<file path="src/rtl/rxq_pkg.sv">
package rxq_pkg;
  typedef logic [7:0] rxq_byte_t;

  // per-cycle queue operation decided by the controller
  typedef struct packed {
    logic push;
    logic pop;
    logic drop;
  } rxq_op_t;
endpackage

</file>
<file path="src/rtl/rxq_store.sv">
module rxq_store #(
  parameter int DEPTH = 64,
  parameter int AW    = 6
) (
  input  logic                 clk,
  input  logic                 we,
  input  logic [AW-1:0]        waddr,
  input  rxq_pkg::rxq_byte_t   wdata,
  input  logic                 re,
  input  logic [AW-1:0]        raddr,
  output rxq_pkg::rxq_byte_t   rdata
);
  rxq_pkg::rxq_byte_t mem [DEPTH];

  // simple dual-port memory with a registered read port
  always_ff @(posedge clk) begin
    if (we) mem[waddr] <= wdata;
  end

  always_ff @(posedge clk) begin
    if (re) rdata <= mem[raddr];
  end
endmodule

</file>
<file path="src/rtl/rxq_ctrl.sv">
module rxq_ctrl #(
  parameter int DEPTH = 64,
  parameter int AW    = 6,
  parameter int CW    = 7
) (
  input  logic             clk,
  input  logic             rst,
  input  logic             flush,
  input  logic             active,
  input  logic             push_req,
  input  logic             pop_req,
  input  logic [CW-1:0]    trig_level,
  output logic [AW-1:0]    wptr,
  output logic [AW-1:0]    rptr,
  output rxq_pkg::rxq_op_t op,
  output logic [CW-1:0]    count,
  output logic             empty,
  output logic             full,
  output logic             level_hit,
  output logic             overflow,
  output logic             rd_zero
);
  localparam logic [CW-1:0] FULL_CNT = CW'(DEPTH);
  localparam logic [AW-1:0] LAST_IDX = AW'(DEPTH - 1);
  localparam bit            POW2     = (DEPTH == (1 << AW));

  logic [CW-1:0] cnt_next;
  logic          at_full;
  logic          at_empty;

  assign at_full  = (count == FULL_CNT);
  assign at_empty = (count == '0);

  always_comb begin
    op.push = push_req && active && !flush && !at_full;
    op.drop = push_req && active && !flush &&  at_full;
    op.pop  = pop_req  && active && !flush && !at_empty;
  end

  // read index derived from write index and occupancy
  generate
    if (POW2) begin : g_rd_pow2
      assign rptr = wptr - AW'(count);
    end else begin : g_rd_mod
      logic [CW:0] wsum;
      assign wsum = (CW+1)'(wptr) + (CW+1)'(DEPTH) - (CW+1)'(count);
      assign rptr = (wsum >= (CW+1)'(DEPTH)) ? AW'(wsum - (CW+1)'(DEPTH)) : AW'(wsum);
    end
  endgenerate

  always_comb begin
    if (flush) cnt_next = '0;
    else       cnt_next = count + CW'(op.push) - CW'(op.pop);
  end

  always_ff @(posedge clk) begin
    if (rst) begin
      wptr      <= '0;
      count     <= '0;
      empty     <= 1'b1;
      full      <= 1'b0;
      level_hit <= 1'b0;
      overflow  <= 1'b0;
      rd_zero   <= 1'b1;
    end else begin
      if (flush)        wptr <= '0;
      else if (op.push) wptr <= (wptr == LAST_IDX) ? '0 : wptr + 1'b1;
      count     <= cnt_next;
      empty     <= (cnt_next == '0);
      full      <= (cnt_next == FULL_CNT);
      level_hit <= (cnt_next >= trig_level);
      overflow  <= op.drop;
      if (pop_req) rd_zero <= !op.pop;
    end
  end
endmodule

</file>
<file path="src/rtl/rxq_idle_timer.sv">
module rxq_idle_timer #(
  parameter int CHAR_W = 16
) (
  input  logic              clk,
  input  logic              rst,
  input  logic              flush,
  input  logic              start,
  input  logic [CHAR_W-1:0] char_cycles,
  output logic              timeout
);
  localparam int TW = CHAR_W + 2;

  logic [TW-1:0] remain;
  logic          running;

  always_ff @(posedge clk) begin
    if (rst) begin
      remain  <= '0;
      running <= 1'b0;
      timeout <= 1'b0;
    end else begin
      timeout <= 1'b0;
      if (flush) begin
        running <= 1'b0;
      end else if (start) begin
        remain  <= {char_cycles, 2'b00};
        running <= 1'b1;
      end else if (running) begin
        if (remain <= TW'(1)) begin
          running <= 1'b0;
          timeout <= 1'b1;
        end else begin
          remain <= remain - 1'b1;
        end
      end
    end
  end
endmodule

</file>
<file path="src/rtl/rxq_fifo.sv">
module rxq_fifo #(
  parameter int DEPTH  = 64,
  parameter int CHAR_W = 16,
  localparam int AW    = (DEPTH > 1) ? $clog2(DEPTH) : 1,
  localparam int CW    = $clog2(DEPTH + 1)
) (
  input  logic              clk,
  input  logic              rst,
  input  logic              rx_en,
  input  logic              rx_dis,
  input  logic              flush,
  input  logic              wr_valid,
  input  logic [7:0]        wr_data,
  input  logic              wr_break,
  input  logic              rd_req,
  input  logic [CHAR_W-1:0] char_cycles,
  input  logic [CW-1:0]     trig_level,
  output logic [7:0]        rd_data,
  output logic [CW-1:0]     count,
  output logic              empty,
  output logic              full,
  output logic              level_hit,
  output logic              overflow,
  output logic              timeout
);
  logic               active;
  logic [AW-1:0]      wptr;
  logic [AW-1:0]      rptr;
  rxq_pkg::rxq_op_t   op;
  rxq_pkg::rxq_byte_t in_byte;
  rxq_pkg::rxq_byte_t mem_q;
  logic               rd_zero;

  assign active  = rx_en && !rx_dis;
  assign in_byte = wr_break ? 8'h00 : wr_data;

  rxq_ctrl #(.DEPTH(DEPTH), .AW(AW), .CW(CW)) u_ctrl (
    .clk(clk), .rst(rst), .flush(flush), .active(active),
    .push_req(wr_valid || wr_break), .pop_req(rd_req),
    .trig_level(trig_level), .wptr(wptr), .rptr(rptr), .op(op),
    .count(count), .empty(empty), .full(full), .level_hit(level_hit),
    .overflow(overflow), .rd_zero(rd_zero)
  );

  rxq_store #(.DEPTH(DEPTH), .AW(AW)) u_store (
    .clk(clk), .we(op.push), .waddr(wptr), .wdata(in_byte),
    .re(op.pop), .raddr(rptr), .rdata(mem_q)
  );

  rxq_idle_timer #(.CHAR_W(CHAR_W)) u_timer (
    .clk(clk), .rst(rst), .flush(flush), .start(op.push),
    .char_cycles(char_cycles), .timeout(timeout)
  );

  assign rd_data = rd_zero ? 8'h00 : mem_q;
endmodule

</file>
<file path="config.mk">
export PLATFORM = sky130hd
export DESIGN_NAME = rxq_fifo
export DESIGN_NICKNAME = d
export VERILOG_FILES = /design/src/rtl/rxq_pkg.sv /design/src/rtl/rxq_store.sv /design/src/rtl/rxq_ctrl.sv /design/src/rtl/rxq_idle_timer.sv /design/src/rtl/rxq_fifo.sv
export SDC_FILE = /design/constraint.sdc
export NUM_CORES = 1
export LEC_CHECK = 0
export BUFFER_PORTS_ARGS = -buffer_cell sky130_fd_sc_hd__buf_4
export CAP_MARGIN = 5
export CORE_MARGIN = 1.5
export CORE_UTILIZATION = 45
export CTS_CLUSTER_SIZE = 40
export DETAILED_ROUTE_END_ITERATION = 6
export GPL_TIMING_DRIVEN = 0
export PLACE_DENSITY = 0.7
export SETUP_SLACK_MARGIN = 0.05
export SYNTH_ARGS = -nofsm -noshare
export SYNTH_HDL_FRONTEND = slang
export SYNTH_SLANG_ARGS = --single-unit
</file>
<file path="constraint.sdc">
create_clock -name clk -period 4.8 [get_ports clk]
set_input_delay 0.72 -clock clk [delete_from_list [all_inputs] [get_ports clk]]
set_output_delay 0.72 -clock clk [all_outputs]
set_load 0.01 [all_outputs]
</file>
# Word-level counts from Yosys, hierarchy flattened
# Memories as Yosys holds them, arrays and structs flattened. A register that Yosys moved wholly into a read port is not among the register bits.
# Cells that the tools add are included.
# W data, S select, Z words.
[totals] output_inout_bits=20 ram_bits=512 in_bits=39 ff_bits=38 mem_count=1 word_cells=57
[memory_table] name="u_store.mem" words=64 word_bits=8 read_ports=1 rd_ports_with_merged_regs=1 write_ports=1 line_no="rxq_store.sv:13" source="rxq_pkg::rxq_byte_t mem [DEPTH];"
[classes] bitwise=2 n_lt_le_gt_ge=2 add_sub_neg=5 muxes=13 n_reduce_logical=20 n_eq_ne=4
[ops] op="$mux W18" n=3
[ops] op="$le A18 B1 Y1 const B" n=1
[ops] op="$sub A18 B1 Y18 const B" n=1
[ops] op="$mux W8" n=2
[ops] op="$eq A7 B7 Y1 const B" n=2
[ops] op="$logic_not A7 Y1" n=2
[ops] op="$logic_and A1 B1 Y1" n=8
[ops] op="$add A7 B1 Y7" n=1
[ops] op="$ge A7 B7 Y1" n=1
[ops] op="$mux W7" n=1
[ops] op="$sub A7 B1 Y7" n=1
[ops] op="$add A6 B1 Y6 const B" n=1
[ops] op="$eq A6 B6 Y1 const B" n=1
[ops] op="$mux W1" n=6
[ops] op="$mux W6" n=1
[ops] op="$sub A6 B6 Y6" n=1
[ops] op="$logic_not A1 Y1" n=5
[ops] op="$reduce_or A4 Y1" n=1
[ops] op="$reduce_and A3 Y1" n=1
[ops] op="$ne A2 B2 Y1 const B" n=1
[ops] op="$not A1 Y1" n=2
[ops] op="$reduce_bool A2 Y1" n=1
[ops] op="$reduce_or A2 Y1" n=1
[ops] op="$logic_or A1 B1 Y1" n=1

# Depth between registers and ports, before layout
[depth] depth_word=9 depth_mapped=20 mapped_depth_nobuf=19

# By module
# From an unflattened synthesis, not the netlist that was laid out.
[unflattened] hier_cells=1303 hier_area_um2=23020.8
[modules_own_cells] mod="rxq_store" seq_area_each_um2=15615.0 area_each_um2=20246.9 instances=1 cells_per_inst=940
[modules_own_cells] mod="rxq_ctrl" seq_area_each_um2=360.3 area_each_um2=1417.6 instances=1 cells_per_inst=175
[modules_own_cells] mod="rxq_idle_timer" seq_area_each_um2=400.4 area_each_um2=1243.7 instances=1 cells_per_inst=170
[modules_own_cells] mod="rxq_fifo" seq_area_each_um2=0.0 area_each_um2=112.6 instances=1 cells_per_inst=18

# Worst setup path before layout
# No wires, ideal clock.
[synth_timing] path_kind="input to register" from="input flush" to="register u_ctrl.level_hit" arrival_time_ns=3.835 t_required_ns=4.680 stages=18 setup_slack_ns=0.845 setup_ns=0.120 path_buffers=2 path_cell_list="buf_2 nor3b_1 o21ai_0 nor2b_1 buf_2 xor2_1 ha_1 inv_1 fa_1 nand2b_1 a21oi_1 nor3_1 or2_2 nor2_1 ha_1 o21ai_0 a21oi_1 o31a_1"
[synth_between] elab_chain_cells=7 elab_cells_between_ends=9 cone_classes="add/sub: 2; order compare: 1; mux: 1; reduce/logical: 5"
[synth_lines] item="start: declaration" line_no="rxq_fifo.sv:11" source="input logic flush,"
[synth_lines] item="$logic_not A1 Y1" line_no="rxq_ctrl.sv:35, rxq_ctrl.sv:37"
[synth_lines] item="$logic_and A1 B1 Y1 (2 in a row)" line_no="rxq_ctrl.sv:35" source="op.push = push_req && active && !flush && !at_full;"
[synth_lines] item="$add A7 B1 Y7" line_no="rxq_ctrl.sv:53" source="else cnt_next = count + CW'(op.push) - CW'(op.pop);"
[synth_lines] item="$sub A7 B1 Y7" line_no="rxq_ctrl.sv:53"
[synth_lines] item="$mux W7 *" line_no="rxq_ctrl.sv:52" source="if (flush) cnt_next = '0;"
[synth_lines] item="via u_ctrl.cnt_next[4]" line_no="rxq_ctrl.sv:27" source="logic [CW-1:0] cnt_next;"
[synth_lines] item="$ge A7 B7 Y1 *" line_no="rxq_ctrl.sv:71" source="level_hit <= (cnt_next >= trig_level);"
[synth_lines] item="end signal: assignment" line_no="rxq_ctrl.sv:71"
[synth_lines] item="end: declaration" line_no="rxq_ctrl.sv:19" source="output logic level_hit,"
# Mark *: on every way through the listed nets, which the timed path passes. The rest lies on a longest branch.
# A chain may end at the register's enable or synchronous reset.

# Worst setup path in the final report
[layout_timing] from="register u_ctrl.wptr[0]" to="register u_store.rdata[2], read port of u_store.mem, data pin"
[layout_between] elab_chain_cells=1
[layout_lines] item="start: declaration" line_no="rxq_ctrl.sv:13" source="output logic [AW-1:0] wptr,"
[layout_lines] item="start signal: assignment" line_no="rxq_ctrl.sv:67" source="else if (op.push) wptr <= (wptr == LAST_IDX) ? '0 : wptr + 1'b1;"
[layout_lines] item="$sub A6 B6 Y6" line_no="rxq_ctrl.sv:43" source="assign rptr = wptr - AW'(count);"
[layout_lines] item="end: declaration" line_no="rxq_store.sv:11" source="output rxq_pkg::rxq_byte_t rdata"
# No other way between the ends.

==> metrics.txt <==
status completed; static leakage power 7.81 nW; vias in the first global route 11,600; first-pass GRT wire length 74,700 µm; Post-Syn Area 0.0226 mm²; synth unique cells 55; HP Start rd_req; Area growth, synth to finish 14.5%; unrepaired setup endpoints after global routing no; cts bufs inserted 54; worst hold path type input port to register; crit path max fanout 10; die height 227 µm; period utilisation layout 89.5%; io pins 59; post-DP HPWL 33,600 µm; Final ANT Viol Nets 0; Fin. Hold Viols 0; drt via density 5.78; worst slew pin tran 1.27 ns; Sink Count 558; GPL Wtd Cong 0.830; CTS tree built; Most used DFF post-synth edfxtp_1; Max stage delay on crit path 0.65 ns; post-layout util 52.6%; Clock transition at path regs 0.06 ns; routed len/inst 25.6 µm; initial DRC count 1,181; Longest Clk Path Bufs 3; initial antenna violation count 0; Syn Nets 1,205; RR Startpoint u_ctrl.wptr[0]; slowest CP cell clkbuf_1; Rows 81; Post-CTS Setup Inserts 0; clock latency at the later pin of the worst-skew pair 0.61 ns; Critical Path Most Common Cell clkbuf_1; #FFs+latches synth 558; reg2reg setup slack 0.51 ns; Global Route Usage Sum 20.3%; DR pass1 iterations 5; CTS Root Cell clkbuf_16; sequential share of the synthesized area 72.4%; Mapped Cells 1,141; Max VDD drop 0.309 mV; Setup Viol. Count Final 0; Final TNS setup 0 ns; DR vias 11,400; number of diodes 0; core outline area 0.0493 mm²; Avg Inst Size Synth 19.8 µm²; Worst Skew 0.0218 ns; Critical Path, Cell by Cell clkbuf_1 -> inv_1 -> ha_1 -> inv_1 -> fa_1 -> clkbuf_1 -> clkbuf_1 -> mux4_2 -> mux4_2 -> mux2i_1 -> mux2i_1; Slew HR 15.0%; WL final 50,400 µm; Period minus WS final 4.29 ns; top achievable clock speed 0.233 GHz; # port buffers 56; die area 0.0516 mm²; Post-synth EDFFs 520; WP data required 5.05 ns; grt ovf 0; Ys Warns 0; Worst EP arrival 4.54 ns; Cell Pwr Density 397 mW/mm²; CP endpoint kind register; FFs w/ async S/R, synth 0%; max cap viols 0; Max H-tree Level 2; CP Class register to register; Initial Util 45.9%; largest net degree at the start of global routing 45; CP Launch Type register; final net count 1,325; layout cell share with drive strength beyond 1 27.0%; Post-CTS Hold Buffers 0; Die W 227 µm; Critical Path Source u_ctrl.wptr[0]; post-CTS sizing 0; Residual DRC 0; max-slew violation count 0
[area by class of cell]
class	count	area (µm²)
Multi-Input combinational cell	503	5960
Sequential cell	558	16400
Clock buffer	63	1410
Tap cell	664	831
Buffer	58	265
Clock inverter	37	397
Fill cell	3845	23300
Timing Repair Buffer	64	596
Inverter	22	82.6
[cell families after synthesis]
group	after synthesis	synth area share [%]
xor+xnor	24	0.929
fa+ha+maj	25	1.45
mux	184	17.0
simple gates	214	4.82
buf+inv	80	1.54
flops	558	72.4
compound gates	56	1.89
[where the power goes]
part,internal [mW],switching [mW],total (mW)
clock,2.52,1.78,4.30
combinational,0.274,0.360,0.634
sequential,5.33,0.0177,5.35
total,8.13,2.16,10.3
[state kept, by name (all words and copies together), names as in the netlist]
name and flops:
u_timer.timeout 1, u_store.mem 512, u_ctrl.full 1, u_store.rdata 8, u_ctrl.count 7, u_ctrl.rd_zero 1, u_timer.running 1, u_ctrl.level_hit 1
u_ctrl.empty 1, u_ctrl.wptr 6, u_timer.remain 18, u_ctrl.overflow 1
[critical path: cells and delay by family (launching register included)]
family / cells / cell delay (ns)
adders and majority gates: 2 / 0.70
buffers and inverters: 5 / 1.63
DFF: 1 / 0.32
muxes: 4 / 1.28
[synthesized netlist by cell type, types with 3 or more instances]
| cell | number | area (µm²) |
|---|---|---|
| edfxtp_1 | 520 | 15600 |
| nor4_1 | 4 | 25.0 |
| or2_2 | 4 | 25.0 |
| or3_1 | 9 | 56.3 |
| a311oi_1 | 3 | 26.3 |
| mux4_2 | 160 | 3600 |
| and2_1 | 3 | 18.8 |
| inv_1 | 22 | 82.6 |
| ha_1 | 23 | 288 |
| nand2b_1 | 5 | 31.3 |
| nor2b_1 | 22 | 138 |
| clkbuf_1 | 29 | 109 |
| mux2i_1 | 24 | 240 |
| a21oi_1 | 8 | 40.0 |
| xor2_1 | 10 | 87.6 |
| o21ai_0 | 11 | 55.1 |
| nand2_1 | 16 | 60.1 |
| xnor2_1 | 14 | 123 |
| buf_6 | 3 | 33.8 |
| nand3_1 | 8 | 40.0 |
| nand4_1 | 6 | 37.5 |
| a211oi_1 | 13 | 97.6 |
| o211a_1 | 3 | 30.0 |
| buf_2 | 20 | 100 |
| nor3_1 | 9 | 45.0 |
| dfxtp_1 | 38 | 761 |
| buf_1 | 6 | 22.5 |
| nor2_1 | 110 | 413 |
[metal layers]
layer | global-route usage (%) | wire (µm)
met3 | 3.59 | 3400
met2 | 32.5 | 24600
met4 | 8.25 | 1870
met1 | 27.9 | 20600
met5 | 0 | 0
[stage by stage]
step	std cells	area, µm²	hold WS [ns]	total power, mW	setup WS (ns)
finish	1969	25900	0.370	10.3	0.505
global route	1969	25900	0.372	10.6	0.220
CTS	1969	25900	0.343	10.4	0.519
detailed placement	1869	24100	0.448	6.09	-0.0474
global placement	1861	23900	0.450	6.06	-0.359
floorplan	1141	22600	0.430	5.86	0.845
[final timing paths]
| check | cells after the start | endpoint |
|---|---|---|
| hold / removal | 3 | u_ctrl.rd_zero |
| hold reg to reg | 2 | u_timer.timeout |
| setup / recovery | 11 | u_store.rdata[2] |
| setup reg to reg | 11 | u_store.rdata[2] |
[placed cells by master, fill, tap and decap left out, drive strengths merged, types with 5 or more instances in the layout]
master / synthesis / final
edfxtp: 520 / 520
mux4: 160 / 160
nor2: 110 / 110
buf: 29 / 93
clkbuf: 29 / 92
dfxtp: 38 / 38
inv: 22 / 25
mux2i: 24 / 24
clkinv: 0 / 24
ha: 23 / 23
nor2b: 22 / 22
nand2: 16 / 16
a211oi: 15 / 15
xnor2: 14 / 14
o21ai: 11 / 11
xor2: 10 / 10
nor3: 9 / 9
or3: 9 / 9
a21oi: 8 / 8
nand3: 8 / 8
bufinv: 0 / 8
nor4: 7 / 7
nand4: 6 / 6
or2: 6 / 6
nand2b: 5 / 5
Power figures use the tool's default switching activity.
